==> src/rtl/sched_pkg.sv <==
package sched_pkg;
    localparam int NSRC = 12;
    localparam int CW   = 32;
    localparam int IW   = $clog2(NSRC);

    typedef enum logic [IW-1:0] {
        SRC_SERIAL   = 4'd0,
        SRC_DISC_CMD = 4'd1,
        SRC_DISC_RD  = 4'd2,
        SRC_GFX_DMA  = 4'd3,
        SRC_DEC_OUT  = 4'd4,
        SRC_SND_DMA  = 4'd5,
        SRC_DEC_IN   = 4'd6,
        SRC_OT_DMA   = 4'd7,
        SRC_DISC_DMA = 4'd8,
        SRC_LID_SEEK = 4'd9,
        SRC_LINE_IRQ = 4'd10,
        SRC_SND_UPD  = 4'd11
    } src_e;

    typedef struct packed {
        logic [CW-1:0]            count;
        logic [NSRC-1:0]          pending;
        logic [NSRC-1:0][CW-1:0]  start;
        logic [NSRC-1:0][CW-1:0]  delay;
        logic [NSRC-1:0]          fire;
        logic                     any;
        logic [IW-1:0]            first;
    } sched_state_t;
endpackage

==> src/rtl/sched_due_cmp.sv <==
module sched_due_cmp #(
    parameter int CW = 32
) (
    input  logic [CW-1:0] now,
    input  logic [CW-1:0] start,
    input  logic [CW-1:0] delay,
    input  logic          armed,
    output logic          due
);
    logic [CW-1:0] elapsed;
    // modular subtraction keeps the test valid across counter wrap
    assign elapsed = now - start;
    assign due     = armed && (elapsed >= delay);
endmodule

==> src/rtl/sched_prio_enc.sv <==
module sched_prio_enc #(
    parameter int N  = 12,
    parameter int IW = 4
) (
    input  logic [N-1:0]  req,
    output logic          any,
    output logic [IW-1:0] idx
);
    always_comb begin
        any = 1'b0;
        idx = '0;
        // scan downward so the lowest set index is the one left in idx
        for (int i = N - 1; i >= 0; i--) begin
            if (req[i]) begin
                any = 1'b1;
                idx = IW'(i);
            end
        end
    end
endmodule

==> src/rtl/sched_event_top.sv <==
module sched_event_top
    import sched_pkg::*;
(
    input  logic                 clk,
    input  logic                 rst_n,
    input  logic                 arm_en,
    input  logic [IW-1:0]        arm_idx,
    input  logic [CW-1:0]        arm_start,
    input  logic [CW-1:0]        arm_delay,
    input  logic                 check_en,
    output logic [CW-1:0]        cycle_count,
    output logic [NSRC-1:0]      pending,
    output logic [NSRC-1:0]      fire,
    output logic                 fire_any,
    output logic [IW-1:0]        fire_first
);
    sched_state_t s_q, s_d;

    logic [NSRC-1:0] due_vec;
    logic [NSRC-1:0] arm_mask;
    logic [NSRC-1:0] fire_nx;
    logic            enc_any;
    logic [IW-1:0]   enc_idx;
    logic            arm_ok;

    assign arm_ok = arm_en && (arm_idx < IW'(NSRC));

    generate
        for (genvar g = 0; g < NSRC; g++) begin : g_src
            sched_due_cmp #(.CW(CW)) u_cmp (
                .now   (s_q.count),
                .start (s_q.start[g]),
                .delay (s_q.delay[g]),
                .armed (s_q.pending[g]),
                .due   (due_vec[g])
            );
            assign arm_mask[g] = arm_ok && (arm_idx == IW'(g));
        end
    endgenerate

    // the check is skipped entirely when nothing is pending; an arm
    // landing on a due source in the same cycle suppresses its fire
    assign fire_nx = (check_en && (|s_q.pending)) ? (due_vec & ~arm_mask) : '0;

    sched_prio_enc #(.N(NSRC), .IW(IW)) u_enc (
        .req (fire_nx),
        .any (enc_any),
        .idx (enc_idx)
    );

    always_comb begin
        s_d       = s_q;
        s_d.count = s_q.count + 1'b1;
        s_d.fire  = fire_nx;
        s_d.any   = enc_any;
        s_d.first = enc_idx;
        // clear before fire: pending drops in the same edge the pulse rises
        s_d.pending = s_q.pending & ~fire_nx;
        if (arm_ok) begin
            s_d.pending[arm_idx] = 1'b1;
            s_d.start[arm_idx]   = arm_start;
            s_d.delay[arm_idx]   = arm_delay;
        end
    end

    always_ff @(posedge clk) begin
        if (!rst_n) begin
            s_q <= '0;
        end else begin
            s_q <= s_d;
        end
    end

    assign cycle_count = s_q.count;
    assign pending     = s_q.pending;
    assign fire        = s_q.fire;
    assign fire_any    = s_q.any;
    assign fire_first  = s_q.first;
endmodule

==> config.mk <==
export PLATFORM = sky130hd
export DESIGN_NAME = sched_event_top
export DESIGN_NICKNAME = d
export VERILOG_FILES = /design/src/rtl/sched_pkg.sv /design/src/rtl/sched_due_cmp.sv /design/src/rtl/sched_prio_enc.sv /design/src/rtl/sched_event_top.sv
export SDC_FILE = /design/constraint.sdc
export NUM_CORES = 2
export LEC_CHECK = 0
export ABC_AREA = 1
export ABC_CLOCK_PERIOD_IN_PS = 5650
export CORE_MARGIN = 4
export CORE_UTILIZATION = 45
export DETAILED_ROUTE_END_ITERATION = 8
export DONT_BUFFER_PORTS = 1
export MAX_ROUTING_LAYER = met4
export PLACE_DENSITY = 0.69
export SLEW_MARGIN = 20
export SYNTH_ARGS = -nofsm -noshare
export SYNTH_HDL_FRONTEND = slang
export SYNTH_SLANG_ARGS = --single-unit
==> constraint.sdc <==
create_clock -name clk -period 5.65 [get_ports clk]
set_input_delay 1.4125 -clock clk [delete_from_list [all_inputs] [get_ports clk]]
set_output_delay 1.4125 -clock clk [all_outputs]
set_load 0.01 [all_outputs]
After elaboration in Yosys (flattened, before gate mapping)
Cells that the tools add are included.
- add/subtract/negate cells: 13
- order comparisons: 15
- equality and inequality tests: 11
- multiplexer cells: 31
- bitwise gates (word level): 6
- reductions and logical operators: 33
- operators by type and width (cell ; number):
    780-bit two-way mux ; 1
    384-bit bitwise mux ; 2
    32-bit >= comparator ; 12
    32-bit subtractor ; 12
    32-bit demux with 4-bit select ; 1
    32-bit by 1-bit adder with 32-bit output (second input constant) ; 1
    32-bit two-way mux ; 1
    1-bit logical AND ; 27
    12-bit bitwise AND ; 2
    12-bit NOT ; 2
    4-bit by 3-bit equality test with 1-bit output (second input constant) ; 4
    4-bit equality test (second input constant) ; 4
    4-bit two-way mux ; 4
    1-bit two-way mux ; 14
    12-bit two-way mux ; 1
    3-bit two-way mux ; 4
    12-bit OR ; 1
    12-bit OR reduction ; 1
    9-bit OR reduction ; 1
    4-bit by 2-bit equality test with 1-bit output (second input constant) ; 2
    4-bit by 5-bit < comparator with 1-bit output (second input constant) ; 1
    5-bit OR reduction ; 1
    1-bit demux with 4-bit select ; 1
    4-bit by 1-bit equality test with 1-bit output (second input constant) ; 1
    7 further kinds ; 8
- bits in registers: 829
- output and inout bits: 61
- word-level logic and storage cells: 141

Longest topological paths before layout
- depth in word-level cells: 18
- depth in mapped cells: 37
- depth with buffers taken out: 37

By module
A second synthesis with hierarchy kept.
- cell total of the unflattened synthesis: 10612
- area, all modules: 65631.7 sq um
- by module, submodules not included (module ; instances ; cells an instance ; area an instance (sq um) ; seq. area each (sq um)):
    sched_due_cmp (g_src[0].u_cmp ...) ; 11 ; 554 ; 2957.8 ; 0.0
    sched_event_top ; 1 ; 3919 ; 29946.2 ; 16595.9
    sched_due_cmp (g_src[9].u_cmp) ; 1 ; 564 ; 2994.1 ; 0.0
    sched_prio_enc ; 1 ; 35 ; 155.1 ; 0.0

Least setup slack after synthesis
Ideal clock, no wire load.
- kind: register -> register
- from: reg s_q (netlist bit cycle_count[1])
- to: reg s_q (netlist bit fire_first[1])
- arrival: 4328 ps
- setup slack: 1207 ps
- stages on the path, launching flop included: 23
- period minus slack after synthesis: 4443 ps
- cells stage by stage: dfxtp_1 ha_1 nand2_1 nor2_1 a211oi_1 o21ai_2 a21boi_1 o21ai_1 a21oi_2 o21ai_1 a21oi_1 xnor2_1 ha_1 nand3_1 nor3_1 nand3_1 nor4_1 nand4_1 nand3_1 nand4_1 nand2_1 nor2_1 o21a_1
- cells in the longest elaborated chain, start to end: 15
- elaborated cells on any way between the ends: 49
- those cells by class: 12 x add/sub; 12 x order compare; 11 x mux; 1 x bitwise; 13 x reduce/logical
- ends and longest elaborated chain (item ; RTL line ; RTL):
    start: declaration ; sched_event_top.sv:17 ; sched_state_t s_q, s_d;
    start signal: assignment ; sched_event_top.sv:68 ; s_q <= '0;
    start signal: assignment ; sched_event_top.sv:70 ; s_q <= s_d;
    32-bit subtractor ; sched_due_cmp.sv:12 ; assign elapsed = now - start;
    32-bit >= comparator ; sched_due_cmp.sv:13 ; assign due = armed && (elapsed >= delay);
    1-bit logical AND ; sched_due_cmp.sv:13 ;
    12-bit bitwise AND * ; sched_event_top.sv:43 ; assign fire_nx = (check_en && (|s_q.pending)) ? (due_vec & ~arm_mask) : '0;
    12-bit two-way mux * ; sched_event_top.sv:43 ;
    4-bit two-way mux (4 in a row) ; sched_prio_enc.sv:14 ; if (req[i]) begin
    3-bit two-way mux (4 in a row) ; sched_prio_enc.sv:14 ;
    2-bit two-way mux (2 in a row) ; sched_prio_enc.sv:14 ;
Every way passes the cells marked *; elsewhere a longest branch is shown, timed or not.
A chain may end at the register's enable or synchronous reset.

Worst setup path in the final report
- from: reg s_q (netlist bit cycle_count[0])
- to: reg s_q (netlist bit fire_any)
- cells in the longest elaborated chain, start to end: 17
- elaborated cells on any way between the ends: 50
- those cells by class: 12 x add/sub; 12 x order compare; 13 x mux; 1 x bitwise; 12 x reduce/logical
- ends and longest elaborated chain (item ; RTL line):
    32-bit subtractor ; sched_due_cmp.sv:12
    32-bit >= comparator ; sched_due_cmp.sv:13
    1-bit logical AND ; sched_due_cmp.sv:13
    12-bit bitwise AND * ; sched_event_top.sv:43
    12-bit two-way mux * ; sched_event_top.sv:43
    1-bit two-way mux (11 in a row) ; sched_prio_enc.sv:14
    1-bit two-way mux * ; sched_prio_enc.sv:14
Marks and branches as above.

==> metrics.md <==
| Metric | Value |
|---|---|
| CTS tree | done |
| Routed length per instance | 22.8 um |
| Status | finished, violations left |
| Seq pwr share | 34.2% |
| Worst R2R Setup Slack | 200 ps |
| IO Pins | 133 |
| Layout area overhead | 10.7% |
| Worst Setup SP | cycle_count[0]$_SDFF_PN0_ |
| Via count | 53.6k |
| Netlist cell types | 55 |
| CP Max Fanout | 6 |
| Yosys warning total | 0 |
| # nets final | 8468 |
| CTS Buffer Depth | 3 |
| Die area | 129000 um^2 |
| Slew Limit Headroom | -20.7% |
| Period utilization | 96.5% |
| # rows | 128 |
| CTS sink cnt | 829 |
| IR drop worst, VDD | 0.238 mV |
| Chip Height | 360 um |
| CTS Buf Count | 99 |
| LEAKAGE | 27.2 nW |
| Via/cell ratio | 5.72 |
| Root buf cell | clkbuf_16 |
| Initial Utilization | 45.5% |
| Largest net degree at the start of global routing | 790 |
| Core ar. | 122000 um^2 |
| Vias in the first global route | 48.0k |
| Post-Synthesis Net Count | 8508 |
| RSZ-0062 raised after global routing | false |
| Fmax | 183 MHz |
| Worst-Margin Slew | 1810 ps |
| P_int | 11.9 mW |
| Max-cap violations | 0 |
| Tot Pwr | 17.6 mW |
| Reg2reg end | fire_any$_SDFF_PN0_ |
| Data required time at the worst endpoint | 6330 ps |
| Global-route wire length before repair | 311 mm |
| DRT Wirelength | 213 mm |
| Final min period | 5450 ps |
| Global placement routability congestion | 0.974 |
| Worst hold path depth | 2 |
| Crit Path Category | reg2reg |
| Initial antenna violation count | 37 |
| Clock-pin slew on the worst setup and hold paths | 60 ps |
| Final hold violations | 0 |
| Pwr per Cell Area | 285 nW/um^2 |
| Grt ovf | 0 |
| Overall Global Routing Usage | 32.5% |
| Synth Flop Type | dfxtp_1 |
| Max-slew violation count | 270 |
| Reg2reg start | cycle_count[0]$_SDFF_PN0_ |
| Failing checks | max-slew violations |
| Sequential fraction of the synthesis area | 29.8% |
| Switch share | 32.2% |
| Post-synth EDFFs | 0 |
| CTS H-Tree Depth | 3 |
| Syn_area_per_cell | 7.26 um^2 |
| Post-synth ARST share | 0% |
| Worst R2R Path Depth | 27 |
| I/O Buffers | 0 |
| Setup skew after layout | 47.7 ps |
| Syn Std Cell Area | 55700 um^2 |
| Final ANT Viol Nets | 0 |
| Psw | 5.66 mW |
| DRC violations left | 0 |
| Drt first pass iters | 9 |
| CP endpoint kind | flop |
| Post-Syn Instances | 7667 |
| Clk pwr share | 39.8% |
| DRT iter0 DRCs | 6623 |
| Final setup vio count | 0 |
| Number of synthesized register bits | 829 |
| Hold crit path type | reg2reg |
| Crit start category | flop |
| Setup TNS | 0 ps |
| Final HPWL DP | 153 mm |
| Critical Path AT | 6140 ps |
| Share of cells above drive strength 1 | 5.51% |
| Logic pwr share | 26.0% |
| Worst skew pair latency | 750 ps |
| Die width | 360 um |
==> logic make-up after synthesis <==
group | synth area share, %
AND/OR/NAND/NOR | 11.5
XOR/XNOR | 5.90
adder cells (fa/ha/maj) | 17.4
buffers and inverters | 10.1
flip-flops | 29.8
AO/OA/AOI/OAI | 25.3
==> power groups by stage <==
stage / sequential (mW) / clock (mW) / combinational (mW)
final: 6.02 / 7.00 / 4.57
after CTS: 6.02 / 7.06 / 4.50
after global placement: 6.14 / 0 / 4.39
after detailed placement: 6.15 / 0 / 4.46
after global routing: 6.03 / 7.30 / 5.14
after floorplan: 6.14 / 0 / 3.28
==> metal layers <==
layer	GRT usage, %	wire length (um)
met2	48.6	91200
met5	-	0
met4	12.8	9450
met3	6.33	23400
met1	43.3	89200
==> worst max-delay path by stage <==
| stage | end | slack, ps | cells past startpoint |
|---|---|---|---|
| after floorplan | fire_first[1]$_SDFF_PP0_ | 1210 | 22 |
| after global placement | fire_first[0]$_SDFF_PP0_ | 480 | 37 |
| after detailed placement | fire_first[3]$_SDFF_PP0_ | 400 | 26 |
| after CTS | fire_any$_SDFF_PN0_ | 370 | 27 |
| after global routing | fire_any$_SDFF_PN0_ | 30 | 27 |
| final | fire_any$_SDFF_PN0_ | 200 | 27 |
==> critical path: stages, from the launching register on <==
cell and delay, ps:
dfxtp_1 310, inv_1 280, buf_4 290, ha_1 210
inv_1 70, fa_1 400, nand3_1 90, nand2_1 100
a21oi_1 370, o21ai_1 170, a21boi_2 190, nor2_1 90
a21oi_1 220, o21ai_1 150, a21oi_1 180, xor2_1 90
ha_1 300, nand4_1 110, nor3_1 250, and3_1 220
nand4_1 80, nand3_1 170, nand4_1 500, nand2_1 250
nor2_1 80, nand2_1 80, nand2_1 60, nand2_1 60
==> cell type report <==
class                      instances  area [um^2]
clock inverter                    47          666
fill                           12000        60700
inverter                        1156         4360
sequential                       829        16600
antenna                           34         85.1
multi-input combinational       5355        33500
clock buffer                     137         2870
tap                             1625         2030
timing repair buffer             186         1560
==> timing repair <==
| action | 4_1_cts | 5_1_grt |
|---|---|---|
| hold buffers | 0 | 0 |
| endpoints found under the hold margin | 0 | 0 |
| resized for setup | 0 | 2 |
| setup endpoints to repair | 0 | 1 |
| setup buffers | 0 | 0 |
==> stage by stage <==
stage	hold WS [ps]	instances	worst slack [ps]	utilization, %	instance area, um^2
after floorplan	427	7667	1210	-	55700
after global placement	441	9151	478	47.4	58000
after detailed placement	446	9151	397	47.4	58000
after CTS	457	9335	374	50.3	61600
after global routing	466	9344	27.2	50.4	61600
final	456	9369	199	50.4	61700
==> cell usage after synthesis, types with 5 or more instances <==
library cell / number / area (um^2)
a211oi_1: 10 / 75.1
a21boi_0: 14 / 105
a21boi_1: 18 / 135
a21boi_2: 12 / 135
a21o_1: 17 / 128
a21oi_1: 1385 / 6930
a21oi_2: 5 / 43.8
a221oi_1: 12 / 105
a31oi_1: 43 / 269
and3_1: 5 / 31.3
buf_4: 12 / 90.1
clkbuf_1: 311 / 1170
dfxtp_1: 829 / 16600
fa_1: 12 / 240
ha_1: 757 / 9470
inv_1: 1144 / 4290
inv_2: 11 / 41.3
nand2_1: 786 / 2950
nand3_1: 147 / 736
nand4_1: 58 / 363
nor2_1: 408 / 1530
nor2_2: 6 / 37.5
nor3_1: 81 / 405
nor4_1: 33 / 206
o211ai_1: 31 / 233
o21a_1: 35 / 263
o21ai_0: 993 / 4970
o21ai_1: 35 / 175
o21ai_2: 15 / 131
o21bai_1: 14 / 105
o221ai_1: 8 / 70.1
o31ai_1: 10 / 75.1
xnor2_1: 129 / 1130
xor2_1: 246 / 2150
==> layout by cell type (no fill, tap or decap), types with 26 or more instances in the layout <==
master / netlist / layout
nor3_1: 81 / 80
clkbuf_16: 0 / 100
a31oi_1: 43 / 43
nor4_1: 33 / 33
a21oi_1: 1385 / 1383
clkinv_2: 0 / 26
diode_2: 0 / 34
nand4_1: 58 / 58
o21ai_1: 35 / 35
ha_1: 757 / 757
xor2_1: 246 / 246
nand2_1: 786 / 786
o21ai_0: 993 / 993
inv_1: 1144 / 1143
buf_4: 12 / 171
o21a_1: 35 / 35
dfxtp_1: 829 / 828
o211ai_1: 31 / 31
nor2_1: 408 / 408
nand3_1: 147 / 146
xnor2_1: 129 / 129
No activity file was read; power rests on OpenSTA's default activity.
